$ cat config.mk
export PLATFORM = sky130hd
export DESIGN_NAME = clkdiv_update_seq
export DESIGN_NICKNAME = d
export VERILOG_FILES = /design/src/rtl/clkdiv_seq_pkg.sv /design/src/rtl/div_rmw_merge.sv /design/src/rtl/div_busy_watch.sv /design/src/rtl/div_seq_ctrl.sv /design/src/rtl/clkdiv_update_seq.sv
export SDC_FILE = /design/constraint.sdc
export NUM_CORES = 1
export LEC_CHECK = 0
export ABC_AREA = 1
export BUFFER_PORTS_ARGS = -buffer_cell sky130_fd_sc_hd__buf_2
export CAP_MARGIN = 10
export CORE_AREA = 4 4 110 112
export CTS_CLUSTER_DIAMETER = 30
export DETAILED_ROUTE_END_ITERATION = 16
export DIE_AREA = 0 0 114 116
export PLACE_DENSITY = 0.53
export RECOVER_POWER = 25
export SYNTH_ARGS = -nofsm -noshare
export SYNTH_HDL_FRONTEND = slang
export SYNTH_SLANG_ARGS = --single-unit
$ cat constraint.sdc
create_clock -name clk_i -period 2.74 [get_ports clk_i]
set_input_delay 0.548 -clock clk_i [delete_from_list [all_inputs] [get_ports clk_i]]
set_output_delay 0.548 -clock clk_i [all_outputs]
set_load 0.05 [all_outputs]
$ cat src/rtl/clkdiv_seq_pkg.sv
package clkdiv_seq_pkg;
  localparam int unsigned NUM_GRP = 6;
  localparam int unsigned GRP_W   = $clog2(NUM_GRP);

  typedef enum logic [1:0] {S_IDLE, S_WRITE, S_WAIT} seq_state_e;

  function automatic int unsigned busy_width(int unsigned g);
    case (g)
      0:       return 7;
      1:       return 2;
      2:       return 8;
      3:       return 5;
      default: return 2;
    endcase
  endfunction

  function automatic logic [31:0] fld_mask(int unsigned g);
    logic [31:0] m = '0;
    for (int unsigned j = 0; j < 8; j++)
      if (j < busy_width(g)) m[4*j +: 3] = 3'b111;
    return m;
  endfunction

  // packed divider fields, field j at nibble j
  function automatic logic [31:0] div_row(int unsigned g, logic [1:0] lvl);
    case (g)
      0: case (lvl)
           2'd0, 2'd1: return 32'h0103_3730;
           2'd2:       return 32'h0103_1310;
           default:    return 32'h0113_0100;
         endcase
      1: return 32'h0000_0003;
      2: case (lvl)
           2'd0, 2'd1: return 32'h1311_1113;
           2'd2:       return 32'h1311_2117;
           default:    return 32'h1311_3117;
         endcase
      3: case (lvl)
           2'd0, 2'd1: return 32'h0001_5473;
           2'd2:       return 32'h0001_7574;
           default:    return 32'h0001_7775;
         endcase
      default: case (lvl)
           2'd0, 2'd1: return 32'h0000_0013;
           2'd2:       return 32'h0000_0014;
           default:    return 32'h0000_0015;
         endcase
    endcase
  endfunction
endpackage

$ cat src/rtl/div_rmw_merge.sv
module div_rmw_merge
  import clkdiv_seq_pkg::*;
#(
  parameter int unsigned DATA_W = 32
) (
  input  logic [GRP_W-1:0]          grp_i,
  input  logic [1:0]                lvl_i,
  input  logic [NUM_GRP*DATA_W-1:0] cur_i,
  output logic [DATA_W-1:0]         data_o
);
  logic [DATA_W-1:0] merged [NUM_GRP];

  for (genvar g = 0; g < NUM_GRP; g++) begin : g_lane
    localparam logic [DATA_W-1:0] MASK = DATA_W'(fld_mask(g));
    assign merged[g] = (cur_i[g*DATA_W +: DATA_W] & ~MASK)
                     | (DATA_W'(div_row(g, lvl_i)) & MASK);
  end

  always_comb begin
    data_o = '0;
    for (int unsigned g = 0; g < NUM_GRP; g++)
      if (grp_i == GRP_W'(g)) data_o = merged[g];
  end
endmodule

$ cat src/rtl/div_busy_watch.sv
module div_busy_watch
  import clkdiv_seq_pkg::*;
#(
  parameter int unsigned LANE_W = 8
) (
  input  logic [GRP_W-1:0]          grp_i,
  input  logic [NUM_GRP*LANE_W-1:0] busy_i,
  output logic                      busy_o
);
  logic [NUM_GRP-1:0] lane_busy;

  for (genvar g = 0; g < NUM_GRP; g++) begin : g_lane
    localparam logic [LANE_W-1:0] LMASK = LANE_W'((1 << busy_width(g)) - 1);
    assign lane_busy[g] = |(busy_i[g*LANE_W +: LANE_W] & LMASK);
  end

  always_comb begin
    busy_o = 1'b0;
    for (int unsigned g = 0; g < NUM_GRP; g++)
      if (grp_i == GRP_W'(g)) busy_o = lane_busy[g];
  end
endmodule

$ cat src/rtl/div_seq_ctrl.sv
module div_seq_ctrl
  import clkdiv_seq_pkg::*;
#(
  parameter int unsigned TIMEOUT = 1024
) (
  input  logic               clk_i,
  input  logic               rst_ni,
  input  logic               start_i,
  input  logic [1:0]         level_i,
  input  logic               grp_busy_i,
  output logic [GRP_W-1:0]   grp_o,
  output logic [1:0]         lvl_o,
  output logic [NUM_GRP-1:0] wr_en_o,
  output logic               done_o,
  output logic               err_o
);
  localparam int unsigned CNT_W = $clog2(TIMEOUT + 1);

  seq_state_e       state_q;
  logic [GRP_W-1:0] grp_q;
  logic [1:0]       lvl_q;
  logic [CNT_W-1:0] cnt_q;
  logic             done_q, err_q;

  always_ff @(posedge clk_i or negedge rst_ni) begin
    if (!rst_ni) begin
      state_q <= S_IDLE;
      grp_q   <= '0;
      lvl_q   <= '0;
      cnt_q   <= '0;
      done_q  <= 1'b0;
      err_q   <= 1'b0;
    end else begin
      done_q <= 1'b0;
      err_q  <= 1'b0;
      case (state_q)
        S_IDLE: if (start_i) begin
          lvl_q   <= level_i;
          grp_q   <= '0;
          state_q <= S_WRITE;
        end
        S_WRITE: begin
          cnt_q   <= '0;
          state_q <= S_WAIT;
        end
        S_WAIT: begin
          if (!grp_busy_i) begin
            cnt_q <= '0;
            if (grp_q == GRP_W'(NUM_GRP - 1)) begin
              done_q  <= 1'b1;
              state_q <= S_IDLE;
            end else begin
              grp_q   <= grp_q + 1'b1;
              state_q <= S_WRITE;
            end
          end else if (cnt_q == CNT_W'(TIMEOUT - 1)) begin
            err_q   <= 1'b1;
            state_q <= S_IDLE;
          end else begin
            cnt_q <= cnt_q + 1'b1;
          end
        end
        default: state_q <= S_IDLE;
      endcase
    end
  end

  always_comb begin
    wr_en_o = '0;
    if (state_q == S_WRITE) wr_en_o[grp_q] = 1'b1;
  end

  assign grp_o  = grp_q;
  assign lvl_o  = lvl_q;
  assign done_o = done_q;
  assign err_o  = err_q;
endmodule

$ cat src/rtl/clkdiv_update_seq.sv
module clkdiv_update_seq
  import clkdiv_seq_pkg::*;
#(
  parameter int unsigned DATA_W  = 32,
  parameter int unsigned LANE_W  = 8,
  parameter int unsigned TIMEOUT = 1024
) (
  input  logic                      clk_i,
  input  logic                      rst_ni,
  input  logic                      start_i,
  input  logic [1:0]                level_i,
  input  logic [NUM_GRP*DATA_W-1:0] cur_i,
  input  logic [NUM_GRP*LANE_W-1:0] busy_i,
  output logic [NUM_GRP-1:0]        wr_en_o,
  output logic [DATA_W-1:0]         wr_data_o,
  output logic                      done_o,
  output logic                      err_o
);
  logic [GRP_W-1:0] grp;
  logic [1:0]       lvl;
  logic             grp_busy;

  div_seq_ctrl #(.TIMEOUT(TIMEOUT)) u_ctrl (
    .clk_i      (clk_i),
    .rst_ni     (rst_ni),
    .start_i    (start_i),
    .level_i    (level_i),
    .grp_busy_i (grp_busy),
    .grp_o      (grp),
    .lvl_o      (lvl),
    .wr_en_o    (wr_en_o),
    .done_o     (done_o),
    .err_o      (err_o)
  );

  div_busy_watch #(.LANE_W(LANE_W)) u_busy (
    .grp_i  (grp),
    .busy_i (busy_i),
    .busy_o (grp_busy)
  );

  div_rmw_merge #(.DATA_W(DATA_W)) u_merge (
    .grp_i  (grp),
    .lvl_i  (lvl),
    .cur_i  (cur_i),
    .data_o (wr_data_o)
  );
endmodule

## Yosys cells after proc, flatten, opt, wreduce, memory -nomap -nowiden

Cells that the tools add are included.

| word-level totals | value |
|---|---|
| input port bits | 245 |
| bits in latches | 0 |
| register bits | 20 |
| memory bits (writable) | 0 |
| memories | 0 |
| bits in read-only memories | 0 |
| logic and storage cells | 84 |
| output and inout bits | 40 |

| operators by class | value |
|---|---|
| shift-type cells | 0 |
| mux-type cells | 37 |
| multipliers | 0 |
| reductions and logical operators | 17 |
| eq/ne operators | 15 |
| bitwise logic cells | 5 |
| add/subtract/negate cells | 2 |
| order comparisons | 2 |
| div/mod/pow operators | 0 |

Operators by type and width:

| cell | count |
|---|---|
| two-way mux 32 bit | 6 |
| OR 32 x 5 -> 32 bit | 2 |
| case mux 14 bit (2 select lines) | 2 |
| case mux 21 bit (2 select lines) | 1 |
| OR 32 x 17 -> 32 bit | 1 |
| OR 32 x 25 -> 32 bit | 1 |
| OR 32 x 31 -> 32 bit | 1 |
| two-way mux 11 bit | 2 |
| case mux 11 bit (2 select lines) | 1 |
| two-way mux 1 bit | 14 |
| case mux 3 bit (2 select lines) | 2 |
| adder 11 x 1 -> 11 bit (second input constant) | 1 |
| == test 11 x 10 -> 1 bit (second input constant) | 1 |
| two-way mux 3 bit | 3 |
| OR reduction 2 bit | 4 |
| OR reduction 8 bit | 1 |
| OR reduction 7 bit | 1 |
| == test 3 x 2 -> 1 bit (second input constant) | 2 |
| == test 3 bit (second input constant) | 2 |
| two-way mux 2 bit | 3 |
| two-way mux 6 bit | 1 |
| != test 2 bit (second input constant) | 3 |
| != test 3 bit (second input constant) | 2 |
| case mux 2 bit (3 select lines) | 1 |
| 14 further kinds | 20 |

## Depth between registers and ports, before layout

| depth | value |
|---|---|
| depth in word-level cells | 10 |
| mapped depth | 16 |
| depth with buffers taken out | 15 |

## Hierarchy

From an unflattened synthesis, not the netlist that was laid out.

| unflattened totals | value |
|---|---|
| cell total of the unflattened synthesis | 425 |
| area, all modules | 2301.0 um^2 |

By module, submodules not included:

| module | cells an instance | times used | sequential area each (um^2) | area each (um^2) |
|---|---|---|---|---|
| div_seq_ctrl | 146 | 1 | 500.5 | 1107.3 |
| div_rmw_merge | 241 | 1 | 0.0 | 1039.7 |
| div_busy_watch | 38 | 1 | 0.0 | 153.9 |

## Worst setup path after synthesis

Ideal clock, no wire load.

| timing | value |
|---|---|
| kind | reg-to-output |
| start | reg u_ctrl.grp_q[1] (netlist: u_ctrl.grp_o[1]) |
| end | out wr_data_o[13] |
| data arrival time | 2531 ps |
| path buffers | 1 |
| data required time | 2192 ps |
| slack | -339 ps |
| stages on the path, launching flop included | 10 |
| cell sequence | dfrtp_1 -> inv_1 -> ha_1 -> inv_2 -> nor2_8 -> buf_1 -> nand2_1 -> nand2_1 -> o22ai_1 -> o21ai_0 |

| between the ends | value |
|---|---|
| cells in the longest elaborated chain, start to end | 7 |
| elaborated cells on any way between the ends | 12 |
| classes of those cells | eq/ne: 5; mux: 6; reduce/logical: 1 |

RTL lines:

| element | line | source |
|---|---|---|
| from (decl) | div_seq_ctrl.sv:20 | `logic [GRP_W-1:0] grp_q;` |
| from (signal assigned) | div_seq_ctrl.sv:53 | `grp_q <= grp_q + 1'b1;` |
| zero test 3 bit | div_rmw_merge.sv:22 | `if (grp_i == GRP_W'(g)) data_o = merged[g];` |
| two-way mux 32 bit (5 in a row) | div_rmw_merge.sv:22 |  |
| two-way mux 32 bit (*) | div_rmw_merge.sv:22 |  |
| to (decl) | clkdiv_update_seq.sv:15 | `output logic [DATA_W-1:0] wr_data_o,` |

Every way passes the cells marked *; elsewhere a longest branch is shown, timed or not.

## Worst setup path after layout

| timing | value |
|---|---|
| start | reg u_ctrl.grp_q[0] (netlist: u_ctrl.grp_o[0]) |
| end | out wr_data_o[19] |

Same word-level chain as after synthesis.

==> key figures <==
STA
  – Final setup viols: 0
  – Fmax: 372 MHz
  – Max Slew Vio Count: 0
  – RSZ-0062 raised after global routing: true
  – Tightest Pin Transition: 1.13 ns
  – Clk_skew: 0.00139 ns
  – Rel. slew slack: 24.3%
  – Final period utilization: 98.2%
  – Tmin final: 2.69 ns
  – Setup WS post-layout: 0.0502 ns
  – Hold Fails Final Rpt: 0

Min path
  – Worst min-delay path class: in -> async

Yosys
  – Top cells by area, synth: dfrtp_1, nand2_1, nor2_1
  – EDFF count, synth: 0
  – Mapped cell area: 0.00244 mm2
  – Dominant cell type by area after synthesis: dfrtp_1
  – Synth Instances: 397
  – Post-synth top area share: 20.5%
  – Synth Register Bits: 20
  – Synth cell types: 38
  – Async set-reset flop share out of synthesis: 100%
  – Top-count cell post-synth: nand2_1
  – Net count after synthesis: 652
  – Syn_area_per_cell: 6.15 um2
  – Top cells by count, synth: nand2_1, nor2_1, inv_1
  – Ys Warns: 0
  – Sequential cell area fraction in the yosys report: 20.5%
  – Primary FF master, synth: dfrtp_1

Final layout
  – Share of cells above drive strength 1: 47.6%
  – Fillers: 1226
  – Post-route insts no fill: 736
  – Synth-to-Final Area Change: 72.7%
  – Antenna diode count: 0
  – Total Nets Final: 850

Setup path
  – Arrival time at the worst endpoint: 2.14 ns
  – Crit-path max FO: 7
  – Crit-path max cell delay: 0.42 ns
  – Cell Chain, Critical Path: inv_2 -> ha_2 -> nand2_4 -> inv_2 -> nor2_2 -> buf_6 -> o21ai_0 -> a31o_2 -> a21oi_4 -> buf_12
  – Critical path's top delay family: compound AO/OA/AOI/OAI gates
  – WP data required: 2.19 ns
  – Slowest library cell on the worst path: dfrtp_1
  – Worst Path Buf+Inv: 4
  – CP Launch Type: flop
  – CP Capture Type: output port
  – CP dominant cell by count: inv_2
  – Crit Path Class: reg -> out

Detailed routing
  – Residual DRC: 0
  – ANT nets after route: 0
  – Routed WL per cell: 17.4 um
  – Final WL: 12.8 mm
  – Post-DR vias/cell: 4.78
  – Detailed Routing Iterations Pass 1: 4
  – 1st-iter DRT viols: 212
  – Detailed-route via count: 3521

Power and ir drop
  – PwrDens: 1220 mW/mm2
  – P_leak: 2.19 nW
  – P_sw: 2.96 mW
  – Total power draw: 5.14 mW
  – Comb pwr share: 86.6%
  – Clk pwr share: 5.9%
  – VDD IR-drop max: 0.773 mV
  – Sw Ratio: 57.5%
  – Seq pwr share: 7.5%
  – Pint: 2.18 mW

Clock network
  – Reg clk slew, reported paths: 0.06 ns
  – Hold Buf Count CTS: 0
  – Root Buffer: clkbuf_16
  – Number of clock sinks: 20
  – Latest clock arrival within the worst-skew pair: 0.25 ns
  – Clk buf depth: 2
  – H-tree Lvls: 1
  – Number of buffers created by CTS: 3
  – TritonCTS clock tree: built

Placed design
  – Port buffer count: 184
  – Final GP Congestion: 0.945
  – DP Worst Slack: 0.140 ns
  – Placed Instances: 728
  – DP HPWL: 10.6 mm

GRT
  – Remaining Overflow, GRT: 0
  – Largest net degree at the start of global routing: 21
  – GRT Total Usage: 18.0%
  – First-pass GRT wire length: 18.5 mm
  – Initial antenna violation count: 1
  – Vias in the first global route: 3433

Job
  – Max Cap Viol: 0

Run status
  – Run status: finished, final reports clean

Floorplanning
  – Initial cell density of the core: 21.8%
  – Boundary pin count: 285
  – Total Die Area: 0.0132 mm2
  – Chip height: 116 um
  – Die width: 114 um
  – # rows: 39
  – Core box area: 0.0112 mm2
-- worst paths after layout --
| path | from | endpoint | slack (ns) | cells after the start |
|---|---|---|---|---|
| max | u_ctrl.grp_o[0] | wr_data_o[19] | 0.05 | 10 |
| min | rst_ni | u_ctrl.cnt_q[1] | 0.50 | 1 |
| max reg2reg | u_ctrl.grp_o[1] | u_ctrl.cnt_q[7] | 0.41 | 12 |
| min reg2reg | u_ctrl.cnt_q[1] | u_ctrl.cnt_q[1] | 0.52 | 2 |
| max in group asynchronous | rst_ni | u_ctrl.state_q[0] | 1.56 | 1 |
| min in group clk_i | u_ctrl.cnt_q[1] | u_ctrl.cnt_q[1] | 0.52 | 2 |
-- placed cells by master, fill, tap and decap left out, types with 5 or more instances in the layout --
master / count
nand4_1: 10
a31o_2: 5
buf_4: 24
nor2_1: 60
a21oi_4: 5
nand3_1: 21
xor2_1: 6
ha_1: 7
nand2_1: 106
buf_12: 14
o211ai_1: 5
clkbuf_4: 9
dfrtp_1: 20
o21ai_1: 8
a21oi_2: 12
inv_2: 9
buf_2: 157
o21ai_0: 13
a21oi_1: 9
a221oi_2: 8
a221oi_1: 9
inv_1: 23
-- stage by stage --
step                      utilization (%)  area [um2]  hold slack, ns  setup TNS (ns)
after CTS                            36.2        4060           0.272        -0.00355
after global routing                 37.6        4220           0.537          -0.206
after detailed placement             34.6        3880           0.496               0
final                                37.6        4220           0.497               0
after global placement               34.6        3880           0.495               0
after floorplan                         -        2520           0.252               0
-- registers in the layout, indices dropped and copies added, names as in the netlist --
register and count:
u_ctrl.cnt_q 11, u_ctrl.grp_o 3, u_ctrl.err_o 1, u_ctrl.lvl_o 2, u_ctrl.done_o 1, u_ctrl.state_q 2
-- routing by layer --
metal / vias up / wire length (um) / track usage, %
met2: 141 / 5920 / 30.4
li1: 1745 / - / -
met1: 1617 / 5310 / 23.0
met5: - / 7 / 0
met4: 2 / 183 / 3.17
met3: 16 / 1350 / 5.64
-- power by group through the flow --
| stage | Sequential, mW | Combinational (mW) | Clock [mW] |
|---|---|---|---|
| after floorplan | 0.377 | 2.60 | 0 |
| after detailed placement | 0.390 | 4.19 | 0 |
| after global placement | 0.386 | 4.19 | 0 |
| final | 0.387 | 4.45 | 0.301 |
| after global routing | 0.396 | 4.74 | 0.320 |
| after CTS | 0.385 | 4.36 | 0.308 |
-- logic make-up after synthesis --
family,count (synthesis),share of synthesized area [%]
AND/OR/NAND/NOR,218,39.1
AO/OA/AOI/OAI,87,22.9
buffers and inverters,54,9.43
flip-flops,20,20.5
adder cells (fa/ha/maj),10,5.13
XOR/XNOR,7,2.51
multiplexers,1,0.461
-- layout make-up --
| cell class | instances | area (um2) | area share, % |
|---|---|---|---|
| Timing Repair Buffer | 210 | 1380 | 32.7 |
| Clock buffer | 3 | 75.1 | 1.78 |
| Tap cell | 143 | 179 | 4.24 |
| Sequential cell | 20 | 500 | 11.9 |
| Inverter | 36 | 148 | 3.50 |
| Multi-Input combinational cell | 324 | 1940 | 45.9 |
-- timing repair --
item	CTS	global route
setup endpoints to repair	26	29
setup buffers	2	2
pin swaps	1	4
resized for setup	19	40
gates cloned	1	0
Note: power is estimated with default switching activity, not from simulation.
